==> src/rtl/crc_eng_pkg.sv <==
package crc_eng_pkg;

  localparam int CRC_W  = 32;
  localparam int ADDR_W = 3;

  typedef enum logic [1:0] {
    POLY_ETH  = 2'd0,
    POLY_CAST = 2'd1,
    POLY_16   = 2'd2,
    POLY_ALT  = 2'd3
  } poly_sel_e;

  localparam logic [ADDR_W-1:0] A_MODE   = 3'd0;
  localparam logic [ADDR_W-1:0] A_CMD    = 3'd1;
  localparam logic [ADDR_W-1:0] A_RESULT = 3'd2;
  localparam logic [ADDR_W-1:0] A_REF    = 3'd3;
  localparam logic [ADDR_W-1:0] A_MSET   = 3'd4;
  localparam logic [ADDR_W-1:0] A_MCLR   = 3'd5;
  localparam logic [ADDR_W-1:0] A_MASK   = 3'd6;
  localparam logic [ADDR_W-1:0] A_ERR    = 3'd7;

  function automatic logic [CRC_W-1:0] poly_word(poly_sel_e s);
    case (s)
      POLY_CAST: poly_word = 32'h1EDC_6F41;
      POLY_16:   poly_word = 32'h0000_1021;
      default:   poly_word = 32'h04C1_1DB7;
    endcase
  endfunction

  // Fold one byte, bit 0 first, into a non-reflected register.
  function automatic logic [CRC_W-1:0] fold_byte(logic [CRC_W-1:0] c,
                                                 logic [7:0] d,
                                                 poly_sel_e s);
    logic [CRC_W-1:0] acc;
    logic             fb;
    acc = c;
    for (int i = 0; i < 8; i++) begin
      fb  = ((s == POLY_16) ? acc[15] : acc[CRC_W-1]) ^ d[i];
      acc = {acc[CRC_W-2:0], 1'b0};
      if (fb) acc = acc ^ poly_word(s);
    end
    if (s == POLY_16) acc[CRC_W-1:16] = '0;
    fold_byte = acc;
  endfunction

endpackage

==> src/rtl/crc_eng_regs.sv <==
module crc_eng_regs
  import crc_eng_pkg::*;
(
  input  logic              clk,
  input  logic              rst_n,
  input  logic              wr,
  input  logic [ADDR_W-1:0] addr,
  input  logic [CRC_W-1:0]  wdata,
  output logic [7:0]        mode_o,
  output logic [CRC_W-1:0]  ref_o,
  output logic              mask_o,
  output logic              reload_o
);

  logic [7:0]       mode_q, mode_d;
  logic [CRC_W-1:0] ref_q, ref_d;
  logic             mask_q, mask_d;
  logic             mode_we, ref_we;

  always_comb begin
    mode_we  = wr && (addr == A_MODE);
    ref_we   = wr && (addr == A_REF);
    mode_d   = mode_we ? wdata[7:0] : mode_q;
    ref_d    = ref_we ? wdata : ref_q;
    mask_d   = mask_q;
    if (wr && (addr == A_MSET) && wdata[0]) mask_d = 1'b1;
    else if (wr && (addr == A_MCLR) && wdata[0]) mask_d = 1'b0;
    reload_o = wr && (addr == A_CMD) && wdata[0];
  end

  always_ff @(posedge clk or negedge rst_n) begin
    if (!rst_n) begin
      mode_q <= '0;
      ref_q  <= '0;
      mask_q <= 1'b0;
    end else begin
      mode_q <= mode_d;
      ref_q  <= ref_d;
      mask_q <= mask_d;
    end
  end

  assign mode_o = mode_q;
  assign ref_o  = ref_q;
  assign mask_o = mask_q;


  mask_set_chk: assert property (@(posedge clk) disable iff (!rst_n)
    (wr && addr == A_MSET && wdata[0]) |=> mask_o);


  mask_clr_chk: assert property (@(posedge clk) disable iff (!rst_n)
    (wr && addr == A_MCLR && wdata[0]) |=> !mask_o);

endmodule

==> src/rtl/crc_eng_datapath.sv <==
module crc_eng_datapath
  import crc_eng_pkg::*;
#(
  parameter logic [CRC_W-1:0] INIT = 32'hFFFF_FFFF
)(
  input  logic             clk,
  input  logic             rst_n,
  input  logic             en,
  input  poly_sel_e        sel,
  input  logic             reload,
  input  logic             byte_vld,
  input  logic [7:0]       byte_in,
  output logic [CRC_W-1:0] crc_o
);

  localparam logic [CRC_W-1:0] INIT16 = {16'h0000, INIT[15:0]};

  logic [CRC_W-1:0] crc_q, crc_d;
  logic             upd;

  always_comb begin
    upd   = en && byte_vld;
    crc_d = crc_q;
    if (reload) crc_d = (sel == POLY_16) ? INIT16 : INIT;
    else if (upd) crc_d = fold_byte(crc_q, byte_in, sel);
  end

  always_ff @(posedge clk or negedge rst_n) begin
    if (!rst_n) crc_q <= INIT;
    else        crc_q <= crc_d;
  end

  assign crc_o = (sel == POLY_16) ? {16'h0000, crc_q[15:0]} : crc_q;


  idle_hold_chk: assert property (@(posedge clk) disable iff (!rst_n)
    (!reload && !en) |=> $stable(crc_q));


  reload_chk: assert property (@(posedge clk) disable iff (!rst_n)
    reload |=> (crc_q[15:0] == INIT[15:0]));


  upper_zero_chk: assert property (@(posedge clk) disable iff (!rst_n)
    (upd && !reload && sel == POLY_16) |=> (crc_q[CRC_W-1:16] == '0));

endmodule

==> src/rtl/crc_eng_cmp.sv <==
module crc_eng_cmp
  import crc_eng_pkg::*;
(
  input  logic             clk,
  input  logic             rst_n,
  input  logic             arm,
  input  logic             last,
  input  logic             narrow,
  input  logic [CRC_W-1:0] crc_val,
  input  logic [CRC_W-1:0] ref_val,
  input  logic             rd_clr,
  output logic             err_o
);

  logic             err_q, err_d;
  logic             miss;
  logic [CRC_W-1:0] ref_eff;

  always_comb begin
    ref_eff = narrow ? {16'h0000, ref_val[15:0]} : ref_val;
    miss    = arm && last && (crc_val != ref_eff);
    err_d   = err_q;
    if (miss)        err_d = 1'b1;
    else if (rd_clr) err_d = 1'b0;
  end

  always_ff @(posedge clk or negedge rst_n) begin
    if (!rst_n) err_q <= 1'b0;
    else        err_q <= err_d;
  end

  assign err_o = err_q;


  mismatch_set_chk: assert property (@(posedge clk) disable iff (!rst_n)
    (arm && last && (crc_val != ref_eff)) |=> err_o);


  read_clear_chk: assert property (@(posedge clk) disable iff (!rst_n)
    (rd_clr && !(arm && last)) |=> !err_o);

endmodule

==> src/rtl/crc_multi_engine.sv <==
module crc_multi_engine
  import crc_eng_pkg::*;
#(
  parameter logic [CRC_W-1:0] INIT = 32'hFFFF_FFFF
)(
  input  logic              clk,
  input  logic              rst_n,
  input  logic              reg_wr,
  input  logic              reg_rd,
  input  logic [ADDR_W-1:0] reg_addr,
  input  logic [CRC_W-1:0]  reg_wdata,
  output logic [CRC_W-1:0]  reg_rdata,
  input  logic              dat_vld,
  input  logic [7:0]        dat_byte,
  input  logic              dat_last,
  output logic              irq
);

  logic [7:0]       mode;
  logic [CRC_W-1:0] ref_val, crc_val;
  logic             mask, reload, err;
  logic             en, cmp_on;
  poly_sel_e        sel;

  assign en     = mode[0];
  assign cmp_on = mode[1];
  assign sel    = poly_sel_e'(mode[3:2]);

  crc_eng_regs u_regs (
    .clk(clk), .rst_n(rst_n), .wr(reg_wr), .addr(reg_addr), .wdata(reg_wdata),
    .mode_o(mode), .ref_o(ref_val), .mask_o(mask), .reload_o(reload)
  );

  crc_eng_datapath #(.INIT(INIT)) u_dp (
    .clk(clk), .rst_n(rst_n), .en(en), .sel(sel), .reload(reload),
    .byte_vld(dat_vld), .byte_in(dat_byte), .crc_o(crc_val)
  );

  crc_eng_cmp u_cmp (
    .clk(clk), .rst_n(rst_n), .arm(en && cmp_on), .last(dat_last),
    .narrow(sel == POLY_16), .crc_val(crc_val), .ref_val(ref_val),
    .rd_clr(reg_rd && reg_addr == A_ERR), .err_o(err)
  );

  always_comb begin
    reg_rdata = '0;
    case (reg_addr)
      A_MODE:   reg_rdata = {24'h0, mode};
      A_RESULT: reg_rdata = cmp_on ? '0 : crc_val;
      A_REF:    reg_rdata = ref_val;
      A_MASK:   reg_rdata = {31'h0, mask};
      A_ERR:    reg_rdata = {31'h0, err};
      default:  reg_rdata = '0;
    endcase
  end

  assign irq = err && mask;


  irq_mask_chk: assert property (@(posedge clk) disable iff (!rst_n)
    irq |-> (mask && err));


  result_hidden_chk: assert property (@(posedge clk) disable iff (!rst_n)
    (mode[1] && reg_addr == A_RESULT) |-> (reg_rdata == '0));

endmodule

==> config.mk <==
export PLATFORM = sky130hd
export DESIGN_NAME = crc_multi_engine
export DESIGN_NICKNAME = d
export VERILOG_FILES = /design/src/rtl/crc_eng_pkg.sv /design/src/rtl/crc_eng_regs.sv /design/src/rtl/crc_eng_datapath.sv /design/src/rtl/crc_eng_cmp.sv /design/src/rtl/crc_multi_engine.sv
export SDC_FILE = /design/constraint.sdc
export NUM_CORES = 1
export LEC_CHECK = 0
export BUFFER_PORTS_ARGS = -buffer_cell sky130_fd_sc_hd__buf_2
export CAP_MARGIN = 15
export CORE_UTILIZATION = 54
export DETAILED_ROUTE_END_ITERATION = 10
export PLACE_DENSITY = 0.78
export SYNTH_ARGS = -nofsm -noshare
export SYNTH_HDL_FRONTEND = slang
export SYNTH_SLANG_ARGS = --single-unit
==> constraint.sdc <==
create_clock -name clk -period 6 [get_ports clk]
set_input_delay 0.3 -clock clk [delete_from_list [all_inputs] [get_ports clk]]
set_output_delay 0.3 -clock clk [all_outputs]
set_load 0.03 [all_outputs]
### After elaboration in Yosys (flattened, before gate mapping)

Cells that the tools add are included.

| storage, ports and cells | value |
|---|---|
| word-level logic and storage cells | 116 |
| bits in registers | 74 |

| cells by class | value |
|---|---|
| reductions and logical operators | 18 |
| mux-type cells | 67 |
| equal/unequal tests | 10 |
| bitwise logic cells | 16 |

Operators by type and width:

| cell | count |
|---|---|
| $mux W32 | 52 |
| $xor A32 B32 Y32 | 8 |
| $pmux W32 S5 | 1 |
| $pmux W29 S2 | 1 |
| $ne A32 B32 Y1 | 1 |
| $mux W16 | 1 |
| $logic_and A1 B1 Y1 | 14 |
| $eq A3 B3 Y1 const B | 4 |
| $mux W1 | 12 |
| $xor A1 B1 Y1 | 8 |
| $eq A3 B2 Y1 const B | 2 |
| $reduce_bool A2 Y1 | 3 |
| $eq A3 B1 Y1 const B | 1 |
| $logic_not A3 Y1 | 1 |
| $eq A2 B1 Y1 const B | 1 |
| $eq A2 B2 Y1 const B | 1 |

### Depth between registers and ports, before layout

Gate-level depths: netlist (run 1).

| logic depth | value |
|---|---|
| word-level depth | 74 |
| mapped depth | 19 |

### Cells and area by module

From an unflattened synthesis (run 1), not the netlist that was laid out.

| unflattened totals | value |
|---|---|
| cells, all modules | 766 |
| area total of the unflattened synthesis | 7089.3 um2 |

By module, submodules not included:

| module | cells each | area an instance (um2) | instances |
|---|---|---|---|
| crc_eng_datapath | 530 | 4459.3 | 1 |
| crc_eng_regs | 91 | 1567.8 | 1 |
| crc_eng_cmp | 76 | 574.3 | 1 |
| crc_multi_engine | 69 | 488.0 | 1 |

### Worst setup path before layout (run 1)

No wires, ideal clock.

| timing path | value |
|---|---|
| path type | reg-to-reg |
| from | reg u_regs.mode_q[2] (netlist: u_regs.mode_o[2]) |
| to | reg u_dp.crc_q[19] |
| slack | 1569 ps |
| cell stages (with the launch flop) | 18 |
| buffers on the path | 1 |
| data required time | 5936 ps |
| arrival time | 4367 ps |
| cell sequence | dfrtp_1 > inv_1 > ha_1 > buf_6 > mux2i_1 > xor2_2 > xnor2_2 > o21ai_2 > a311o_1 > a41oi_4 > xnor2_1 > xor3_1 > o221a_4 > xnor2_4 > xnor2_1 > nand2_1 > or4_1 > nand3_1 |

| between the ends | value |
|---|---|
| word-level cells in the longest chain between the ends | 44 |
| elaborated cells between the ends (all ways) | 77 |

RTL lines:

| element | line | RTL |
|---|---|---|
| from (decl) | crc_eng_regs.sv:15 | `logic [7:0] mode_q, mode_d;` |
| from (signal assigned) | crc_eng_regs.sv:37 | `mode_q <= mode_d;` |
| $eq A2 B2 Y1 / $eq A2 B1 Y1 (equally long branches) | - |  |
| $pmux W29 S2 | crc_eng_pkg.sv:23 | `case (s)` |
| $mux W32 | crc_eng_pkg.sv:40 | `if (fb) acc = acc ^ poly_word(s);` |
| $mux W32 | crc_eng_datapath.sv:25 | `else if (upd) crc_d = fold_byte(crc_q, byte_in, sel);` |
| $mux W32 | crc_eng_datapath.sv:24 | `if (reload) crc_d = (sel == POLY_16) ? INIT16 : INIT;` |
| $xor A32 B32 Y32 | crc_eng_pkg.sv:40 |  |
| $mux W32 | crc_eng_pkg.sv:40 |  |
| $mux W32 | crc_eng_datapath.sv:25 |  |
| [28 not listed] | - |  |
| $mux W32 | crc_eng_datapath.sv:25 |  |
| $mux W32 | crc_eng_datapath.sv:24 |  |
| $mux W1 | crc_eng_pkg.sv:38 | `fb = ((s == POLY_16) ? acc[15] : acc[CRC_W-1]) ^ d[i];` |
| $xor A1 B1 Y1 | crc_eng_pkg.sv:38 |  |
| $mux W32 | crc_eng_pkg.sv:40 |  |
| $mux W16 | crc_eng_pkg.sv:42 | `if (s == POLY_16) acc[CRC_W-1:16] = '0;` |
| $mux W32 | crc_eng_datapath.sv:25 |  |
| $mux W32 (*) | crc_eng_datapath.sv:24 |  |
| to (signal assigned) | crc_eng_datapath.sv:30 | `else crc_q <= crc_d;` |
| to (decl) | crc_eng_datapath.sv:18 | `logic [CRC_W-1:0] crc_q, crc_d;` |

Every way passes the cells marked *; elsewhere a longest branch is shown, timed or not. The select of a mux whose other input is x is not followed.
A chain may end at the register's enable or synchronous reset.

### Final worst setup path (run 1)

Same ends and word-level chain as after synthesis.

==> results of run 1 <==
synthesized netlist by cell type, types with 3 or more instances:
master    count  area, sq um
xnor2_1     127         1110
nand2_1      70          263
nor2_1       56          210
dfrtp_1      42         1050
clkbuf_1     39          146
mux2_2       38          428
dfstp_2      32          841
a21oi_1      31          155
xor2_1       30          263
a22o_1       24          210
o21ai_0      23          115
nand3_1      15         75.1
nor3_1       14         70.1
nand4_1      13         81.3
buf_1         8         30.0
mux2i_1       8         80.1
a31oi_1       7         43.8
nor4_1        7         43.8
a211oi_1      6         45.0
a221o_1       6         60.1
ha_1          6         75.1
inv_1         6         22.5
xnor3_1       6          135
a22oi_1       5         37.5
and2_1        5         31.3
o211ai_1      5         37.5
and3_1        4         25.0
buf_2         4         20.0
nand2b_1      4         25.0
and4_1        3         26.3
nand3b_1      3         22.5
nor2b_1       3         18.8
worst max-delay path, delay by kind of cell (launching register included):
| kind | cells | cell delay, ps |
|---|---|---|
| flops | 1 | 400 |
| simple gates | 3 | 750 |
| compound gates | 4 | 1260 |
| fa+ha+maj | 1 | 560 |
| xor+xnor | 6 | 2010 |
| buf+inv | 1 | 90 |
| mux | 1 | 430 |
registers in the layout, indices dropped and copies added, names as in the netlist:
| register | cells |
|---|---|
| u_dp.crc_q | 32 |
| u_regs.ref_o | 32 |
| u_regs.mode_o | 8 |
| u_cmp.err_o | 1 |
| u_regs.mask_o | 1 |
worst min-delay path by stage:
stage                                 startpoint                           end  depth (start not counted)
detailed placement  u_regs.mode_o[7]$_DFFE_PN0P_  u_regs.mode_o[7]$_DFFE_PN0P_                          1
floorplan                                  rst_n       u_cmp.err_o$_DFFE_PN0P_                          0
global placement    u_regs.mode_o[7]$_DFFE_PN0P_  u_regs.mode_o[7]$_DFFE_PN0P_                          1
finish                                     rst_n  u_regs.ref_o[28]$_DFFE_PN0P_                          2
global route                       reg_wdata[10]  u_regs.ref_o[10]$_DFFE_PN0P_                          2
CTS                                 reg_wdata[2]  u_regs.mode_o[2]$_DFFE_PN0P_                          3
final cells by class:
type,count,area [sq um]
fill,973,4260
multi-input combinational,564,4210
sequential,74,1890
timing repair buffer,96,526
clock buffer,10,229
tap,143,179
clock inverter,6,90.1
inverter,8,30.0
layer usage:
| metal | up-vias | global-route usage (%) |
|---|---|---|
| met2 | 269 | 51.6 |
| li1 | 2549 | - |
| met1 | 2736 | 43.5 |
| met5 | - | 0 |
| met3 | 38 | 6.53 |
| met4 | 0 | 13.3 |
per-stage QoR:
| stage | hold slack, ps | worst slack [ps] |
|---|---|---|
| detailed placement | 491 | 525 |
| global route | 189 | 132 |
| global placement | 485 | 804 |
| finish | 176 | 410 |
| floorplan | 4.41 | 1570 |
| CTS | 186 | 504 |
kinds of logic (layout without fill, tap and decap cells):
family                     Yosys count  count (layout)  synth area share (%)
AOI/OAI and AO/OA                  133             133                  15.2
adders and majority gates            6               6                  1.18
and+or+nand+nor                    208             208                  15.4
DFF                                 74              74                  29.8
buffers and inverters               62             120                  3.95
muxes                               47              47                  8.37
xor gates and xnor gates           170             170                  26.1
==> metrics.md, run 1 <==
| Metric | Value |
|---|---|
| Chip Width | 110 microns |
| RSZ-0062 raised after global routing | no |
| Final hold viol count | 0 |
| # rows | 39 |
| Synth cell types | 69 |
| Critical Path RT | 6270 ps |
| Overall Global Routing Usage | 32.6% |
| Port buffer count | 81 |
| Fin area | 0.00715 sq mm |
| Share of layout cells above drive strength 1 | 26.1% |
| Final nets | 808 |
| Initial drt markers | 507 |
| Syn Inst Count | 700 |
| Worst-Skew Late Latency | 330 ps |
| Clk sinks | 74 |
| Met2 Wirelength | 8970 microns |
| Die height | 110 microns |
| Inserted Diodes | 0 |
| Final min period | 5590 ps |
| Clock Path Buffers | 2 |
| Initial Utilization | 55.5% |
| CP Class | flop to flop |
| Synth warnings | 0 |
| Setup Buffers After CTS | 0 |
| I/O Pins | 82 |
| F_max | 179 MHz |
| GP Congestion | 0.991 |
| Post-synth ARST share | 100% |
| CP Launch Type | flop |
| Max-slew violation count | 0 |
| DR WL met3 | 1540 microns |
| Met1 wire length | 7980 microns |
| CORE AREA | 0.0114 sq mm |
| Avg Cell Area, Syn | 9.06 sq um |
| Vias in the first global route | 5342 |
| Final wirelength | 19100 microns |
| CP max FO | 23 |
| Final HPWL DP | 14100 microns |
| Crit path max-delay cell type | ha_2 |
| Clock transition at the registers of the reported paths | 60 ps |
| CTS Buf Count | 9 |
| CP endpoint | u_dp.crc_q[19]$_DFFE_PN1P_ |
| R2r startpoint | u_regs.mode_o[2]$_DFFE_PN0P_ |
| Most frequent cells in the layout | xnor2_1, buf_2, nand2_1, nor2_1, dfrtp_1 |
| Finish-stage setup viols | 0 |
| Cell mode on critical path | xnor2_1 |
| Vias | 5592 |
| R2R Path End | u_dp.crc_q[19]$_DFFE_PN1P_ |
| Yosys reg bits | 74 |
| Setup TNS | 0 ps |
| DR WL/cell | 21.2 microns |
| Outcome | finished, final reports clean |
| Initial antenna violation count | 0 |
| Commonest non-fill, non-tap cell in the layout | xnor2_1 |
| Hold crit path type | input port to async pin |
| R2R depth | 16 |
| DR vias/cell | 6.21 |
| TritonCTS clock tree | done |
| Placed insts | 884 |
| First-pass GRT wire length | 29200 microns |
| Hold buffers post-CTS | 0 |
| Crit-path max cell delay | 560 ps |
| Area grow syn2layout | 12.8% |
| Critical Path AT | 5860 ps |
| Root Driver | clkbuf_16 |
| DR top layer | met4 |
| Utilization after layout | 62.7% |
| Actual slew at the worst max-slew pin | 1100 ps |
| Post-synth EDFFs | 0 |
| Max_slew headroom | 26.5% |
| Skew final | 7.43 ps |
| Reg-to-reg slack, setup | 410 ps |
| Max-cap viol count | 0 |
| 1st-pass router iterations | 5 |
| Placement Cell Area | 0.00682 sq mm |
| Seq/Total Area, Yosys | 29.8% |
| Pin count of the biggest net entering global routing | 75 |
| Post-synth top flop | dfrtp_1 |
| CTS resizes | 0 |
| Syn_nets | 755 |
| Fin cells | 901 |
| Post-DRT Antenna Nets | 0 |
| Gr ovfl total | 0 |
| Final period utilization | 93.2% |
| Die area | 0.0122 sq mm |
| Worst path cell trace | inv_1, ha_2, mux2i_1, xor2_2, xnor2_2, a21o_1, a311o_1, a41oi_4, xnor2_1, xor3_1, o221a_4, xnor2_4, xnor2_1, nand2_1, or4_1, nand3_1 |
| Cell area after synthesis | 0.00634 sq mm |
| Drt drc | 0 |
| Critical Path End Type | flop |
| H-tree depth | 3 |
| CP startpoint | u_regs.mode_o[2]$_DFFE_PN0P_ |
Power of run 1 is not shown: default switching activity piles up to over one toggle a cycle in this logic, so the estimate is an artifact.
==> inputs of run 2 (changes only) <==
SLEW_MARGIN = 40   (was default)
SYNTH_HIERARCHICAL = 1   (was default)
==> metrics.md, run 2 <==
| Metric | Value |
|---|---|
| Die height | 117 microns (+5.6%) |
| Gr ovfl total | 0 (unchanged) |
| Post-synth ARST share | 100% (unchanged) |
| Avg Cell Area, Syn | 9.25 sq um (+2.2%) |
| Clk sinks | 74 (unchanged) |
| I/O Pins | 82 (unchanged) |
| Syn Inst Count | 766 (+9.4%) |
| Syn_nets | 821 (+8.7%) |
| CP max FO | 12 (-48%) |
| Critical Path RT | 6270 ps (about the same) |
| Placed insts | 968 (+9.5%) |
| Post-DRT Antenna Nets | 0 (unchanged) |
| Overall Global Routing Usage | 30.9% (-1.7 points) |
| Root Driver | clkbuf_16 |
| Seq/Total Area, Yosys | 26.7% (-3.2 points) |
| Inserted Diodes | 0 (unchanged) |
| CORE AREA | 0.0127 sq mm (+11%) |
| Hold crit path type | input port to async pin |
| Critical Path AT | 5220 ps (-640 ps) |
| Post-synth EDFFs | 0 (unchanged) |
| Vias in the first global route | 5796 (+8.5%) |
| Fin area | 0.00781 sq mm (+9.1%) |
| Clock transition at the registers of the reported paths | 60 ps (about the same) |
| Commonest cells in the netlist | xnor2_1, nand2_1, nor2_1 |
| Initial antenna violation count | 0 (unchanged) |
| Most frequent cell after synthesis | xnor2_1 |
| TritonCTS clock tree | done |
| Chip Width | 117 microns (+5.6%) |
| Final hold viol count | 0 (unchanged) |
| Final nets | 862 (+6.7%) |
| Final wirelength | 20500 microns (+7.0%) |
| Pin count of the biggest net entering global routing | 75 (unchanged) |
| Area share of the largest cell type after synthesis | 14.8% (-2.7 points) |
| Port buffer count | 81 (unchanged) |
| GP Congestion | 1.01 (+1.9%) |
| Post-synth top flop | dfrtp_1 |
| First-pass GRT wire length | 31500 microns (+7.7%) |
| Initial drt markers | 668 (+32%) |
| Synth cell types | 87 (+26%) |
| Utilization after layout | 61.4% (-1.3 points) |
| CTS resizes | 0 (unchanged) |
| Power Dens Cells | 716 mW/mm^2 |
| Finish-stage setup viols | 0 (unchanged) |
| R2R depth | 14 (-2) |
| CP Launch Type | flop |
| DR vias/cell | 6.26 (+0.80%) |
| Max-cap viol count | 0 (unchanged) |
| Max_slew headroom | 46.5% (+20 points) |
| Synth warnings | 6 (+6) |
| Die area | 0.0136 sq mm (+12%) |
| Clock Path Buffers | 2 (unchanged) |
| Skew final | 8.18 ps (+0.749 ps) |
| Drt drc | 0 (unchanged) |
| RSZ-0062 raised after global routing | no |
| Final HPWL DP | 15100 microns (+6.7%) |
| Outcome | finished, final reports clean |
| # rows | 41 (+5.1%) |
| Initial Utilization | 55.7% (+0.20 points) |
| Actual slew at the worst max-slew pin | 796 ps (-303 ps) |
| Max-slew violation count | 0 (unchanged) |
| Worst-Skew Late Latency | 340 ps (about the same) |
| Critical Path End Type | flop |
| CTS Buf Count | 9 (unchanged) |
| Yosys reg bits | 74 (unchanged) |
| Hold buffers post-CTS | 0 (unchanged) |
| H-tree depth | 3 (unchanged) |
| Peak VDD IR | 0.392 mV |
| Final period utilization | 82.5% (-11 points) |
| CP Class | flop to flop |
| Setup TNS | 0 ps (unchanged) |
| Leakage power | 3.32 nW |
| Dominant cells by area after synthesis | dfrtp_1, dfstp_2, xnor2_1 |
| Placement Cell Area | 0.00750 sq mm (+10%) |
| Final min period | 4950 ps (-641 ps) |
| F_max | 202 MHz (+13%) |
| Reg-to-reg slack, setup | 1050 ps (+640 ps) |
| Post-synth top area cell | dfrtp_1 |
| Setup Buffers After CTS | 0 (unchanged) |
| R2r startpoint | u_regs/mode_o[2]$_DFFE_PN0P_ |
| DR WL/cell | 20.8 microns (-2.0%) |
| Cell area after synthesis | 0.00709 sq mm (+12%) |
| Fin cells | 984 (+9.2%) |
| Area grow syn2layout | 10.1% |
| R2R Path End | u_dp/crc_q[9]$_DFFE_PN1P_ |
| Share of layout cells above drive strength 1 | 26.5% (+0.36 points) |
| Vias | 6156 (+10%) |
| Commonest non-fill, non-tap cell in the layout | xnor2_1 |
| Most frequent cells in the layout | xnor2_1, nand2_1, buf_2, nor2_1, dfrtp_1 |
| 1st-pass router iterations | 5 (unchanged) |
| Fill cells | 1108 (+14%) |
[run 2: cell count changes after synthesis, moves of 10 or more]
cell,previous run,this run
o211ai_1,5,15
xnor2_1,127,93
o21ai_0,23,12
clkbuf_1,39,22
buf_4,1,22
nand2_1,70,82
xor2_1,30,40
nor2b_1,3,15
[run 2: logic make-up after synthesis]
group	share of synthesized area [%]
and+or+nand+nor	19.2
DFF	26.7
buffers and inverters	5.74
AOI/OAI and AO/OA	16.1
muxes	8.63
xor gates and xnor gates	22.6
adders and majority gates	1.06
[run 2: worst max-delay path by stage]
stage | startpoint | to | slack [ps] | depth (start not counted)
2_1_floorplan | u_regs/mode_o[2]$_DFFE_PN0P_ | u_dp/crc_q[23]$_DFFE_PN1P_ | 1860 | 14
3_3_place_gp | u_regs/mode_o[2]$_DFFE_PN0P_ | u_dp/crc_q[9]$_DFFE_PN1P_ | 1310 | 14
3_5_place_dp | u_regs/mode_o[2]$_DFFE_PN0P_ | u_dp/crc_q[9]$_DFFE_PN1P_ | 1140 | 14
4_1_cts | u_regs/mode_o[2]$_DFFE_PN0P_ | u_dp/crc_q[9]$_DFFE_PN1P_ | 1120 | 14
5_1_grt | u_regs/mode_o[3]$_DFFE_PN0P_ | u_dp/crc_q[8]$_DFFE_PN1P_ | 710 | 15
6_report | u_regs/mode_o[2]$_DFFE_PN0P_ | u_dp/crc_q[9]$_DFFE_PN1P_ | 1050 | 14
[run 2: cell type report]
type                       count  area, sq um  share of cell area (%)
clock inverter                 7         70.1                   0.898
clock buffer                   9          225                    2.89
tap                          172          215                    2.76
sequential                    74         1890                    24.2
timing repair buffer          94          507                    6.49
inverter                      16         60.1                   0.769
multi-input combinational    612         4840                    62.0
[run 2: critical path, cell delays in order, from the launching register on]
cell     delay, ps
dfrtp_1        430
inv_1           90
ha_2           380
mux2i_2        500
xnor2_4        280
xnor3_1        520
o211a_1        190
o41ai_1        470
a21oi_1        150
or2_1          280
o311a_1        490
xnor2_2        320
nand2_1        300
xnor2_1        240
a21bo_2        230
[run 2: routing by layer]
layer,vias to the layer above,GRT usage [%],part of all wire (%)
met5,-,0,0
met4,0,12.9,3.6
met3,60,5.66,7.2
met2,290,50.7,47
met1,2988,40.0,42
li1,2818,-,-
[run 2: stage by stage]
stage,hold slack (ps),setup slack (ps),power [mW]
3_5_place_dp,459,1140,4.93
2_1_floorplan,4.41,1860,4.09
4_1_cts,100,1120,5.51
6_report,57.6,1050,5.59
5_1_grt,124,712,5.91
3_3_place_gp,483,1310,4.88
[run 2: report_power, final]
part	switching, mW	internal (mW)
combinational	2.23	1.77
clock	0.215	0.321
sequential	0.291	0.758
total	2.74	2.85
No activity file was read; power rests on OpenSTA's default activity.
==> inputs of run 3 (changes only) <==
PLACE_DENSITY = 0.81   (was 0.78)
clock period = 4.2 ns   (was 6 ns; I/O delays follow)
==> metrics.md, run 3 (synthesis gave the netlist of run 2 again) <==
| Metric | Value |
|---|---|
| Outcome | finished, final reports clean |
| Utilization after layout | 67.6% (+6.2 points) |
| # rows | 41 (unchanged) |
| Fin worst setup slack | 18.0 ps (-1030 ps) |
| Inserted Diodes | 0 (unchanged) |
| Area grow syn2layout | 21.3% |
| Die area | 0.0136 sq mm (unchanged) |
| Crit path max-delay cell type | or4_4 |
| Root Driver | clkbuf_16 |
| Clock transition at the registers of the reported paths | 60 ps (about the same) |
| Gr ovfl total | 0 (unchanged) |
| Initial drt markers | 834 (+25%) |
| Power Dens Cells | 1050 mW/mm^2 (+47%) |
| I/O Pins | 82 (unchanged) |
| Most frequent cells in the layout | xnor2_1, nand2_1, buf_4, buf_2, nor2_1 |
| Pre-CTS setup slack | -190 ps (-1330 ps) |
| Hold crit path type | input port to flop |
| Initial Utilization | 55.7% (unchanged) |
| Final nets | 938 (+8.8%) |
| GP Congestion | 0.981 (-2.8%) |
| Setup TNS | 0 ps (unchanged) |
| Peak VDD IR | 0.543 mV (+39%) |
| Port buffer count | 81 (unchanged) |
| CP Class | flop to flop |
| Critical Path RT | 4440 ps (-1830 ps) |
| Skew final | 4.70 ps (-3.48 ps) |
| Clk sinks | 74 (unchanged) |
| CP max FO | 8 (-4) |
| Max_slew headroom | 44.0% (-2.6 points) |
| Pin count of the biggest net entering global routing | 46 (-39%) |
| Worst path cell trace | buf_6, ha_4, or4bb_1, o211a_1, nand4_1, a211oi_4, buf_4, or4_4, a31oi_2, xnor2_1, o311a_4, or4_1, o2111ai_1, xnor2_1, o211ai_1 |
| H-tree depth | 3 (unchanged) |
| Crit-path max cell delay | 520 ps (about the same) |
| Placed insts | 1031 (+6.5%) |
| Die height | 117 microns (unchanged) |
| Cell mode on critical path | xnor2_1 |
| Critical Path AT | 4420 ps (-800 ps) |
| CTS Buf Count | 9 (unchanged) |
| Final wirelength | 21800 microns (+6.3%) |
| Vias | 6660 (+8.2%) |
| Finish-stage setup viols | 0 (unchanged) |
| Actual slew at the worst max-slew pin | 839 ps (+42.8 ps) |
| Critical Path End Type | flop |
| Vias in the first global route | 6141 (+6.0%) |
| Share of layout cells above drive strength 1 | 34.7% (+8.2 points) |
| TritonCTS clock tree | done |
| CORE AREA | 0.0127 sq mm (unchanged) |
| Final min period | 4180 ps (-767 ps) |
| Initial antenna violation count | 0 (unchanged) |
| Leakage power | 3.72 nW (+12%) |
| Max-slew violation count | 0 (unchanged) |
| DR vias/cell | 6.28 (+0.43%) |
| Commonest non-fill, non-tap cell in the layout | xnor2_1 |
| Overall Global Routing Usage | 31.7% (+0.87 points) |
| Final HPWL DP | 15600 microns (+3.4%) |
| Drt drc | 0 (unchanged) |
| Pwr Total | 9.03 mW (+61%) |
| Fin cells | 1060 (+7.7%) |
| First-pass GRT wire length | 32700 microns (+3.9%) |
| Worst-Skew Late Latency | 350 ps (about the same) |
| F_max | 239 MHz (+18%) |
| CP Launch Type | flop |
| Chip Width | 117 microns (unchanged) |
| Final hold viol count | 0 (unchanged) |
| 1st-pass router iterations | 7 (+2) |
| Post-DRT Antenna Nets | 0 (unchanged) |
| Max-cap viol count | 0 (unchanged) |
| Final period utilization | 99.6% (+17 points) |
| Clock Path Buffers | 2 (unchanged) |
| DR WL/cell | 20.5 microns (-1.3%) |
| RSZ-0062 raised after global routing | yes |
==> run 3: power breakdown <==
| part | leakage [nW] | switching (mW) | total, mW | internal, mW |
|---|---|---|---|---|
| logic | 2.75 | 3.49 | 6.77 | 3.29 |
| registers | 0.838 | 0.395 | 1.48 | 1.08 |
| clock network | 0.135 | 0.317 | 0.778 | 0.461 |
| total | 3.72 | 4.20 | 9.03 | 4.83 |
==> run 3: worst max-delay path, delay by kind of cell (launching register included) <==
family                     cells  cell delay, ps
AOI/OAI and AO/OA              6            1200
xor gates and xnor gates       2             280
adders and majority gates      1             190
buffers and inverters          2             290
DFF                            1             410
and+or+nand+nor                4            1720
==> run 3: final timing paths <==
kind / start / end / slack, ps / depth (start not counted)
hold / removal: reg_wdata[29] / u_regs/ref_o[29]$_DFFE_PN0P_ / 90 / 2
setup reg to reg: u_regs/mode_o[2]$_DFFE_PN0P_ / u_dp/crc_q[4]$_DFFE_PN1P_ / 20 / 15
max in group asynchronous: rst_n / u_dp/crc_q[6]$_DFFE_PN1P_ / 2900 / 3
hold reg to reg: u_regs/mode_o[5]$_DFFE_PN0P_ / u_regs/mode_o[5]$_DFFE_PN0P_ / 510 / 1
min in group asynchronous: rst_n / u_regs/ref_o[29]$_DFFE_PN0P_ / 430 / 2
setup / recovery: u_regs/mode_o[2]$_DFFE_PN0P_ / u_dp/crc_q[4]$_DFFE_PN1P_ / 20 / 15
==> run 3: per-layer routing <==
layer	wire (microns)	vias to the layer above	global-route usage [%]
li1	-	2963	-
met5	0	-	0
met2	10100	438	49.5
met3	2120	102	7.37
met4	1080	0	14.3
met1	8460	3157	42.0
==> run 3: metrics by stage <==
stage / area (sq um) / hold slack [ps]
3_3_place_gp: 7960 / 430
4_1_cts: 8300 / 96.0
5_1_grt: 8600 / 85.6
3_5_place_dp: 7970 / 256
6_report: 8600 / 91.0
2_1_floorplan: 7090 / -85.6
==> run 3: final cells by class <==
cell class	instances	area [sq um]
multi-input cells	612	5030
inverters	16	60.1
well taps	172	215
fillers	962	4130
clock buffers	10	229
clock inverters	6	66.3
repair buffers	170	1110
flip-flops and latches	74	1890
==> run 3: repair_timing <==
action / 4_1_cts / 5_1_grt
resized for setup: 6 / 32
setup endpoints to repair: 21 / 28
pin swaps: 3 / 16
hold buffers: 1 / 0
hold endpoints to repair: 34 / 0
buffers inserted: 0 / 13
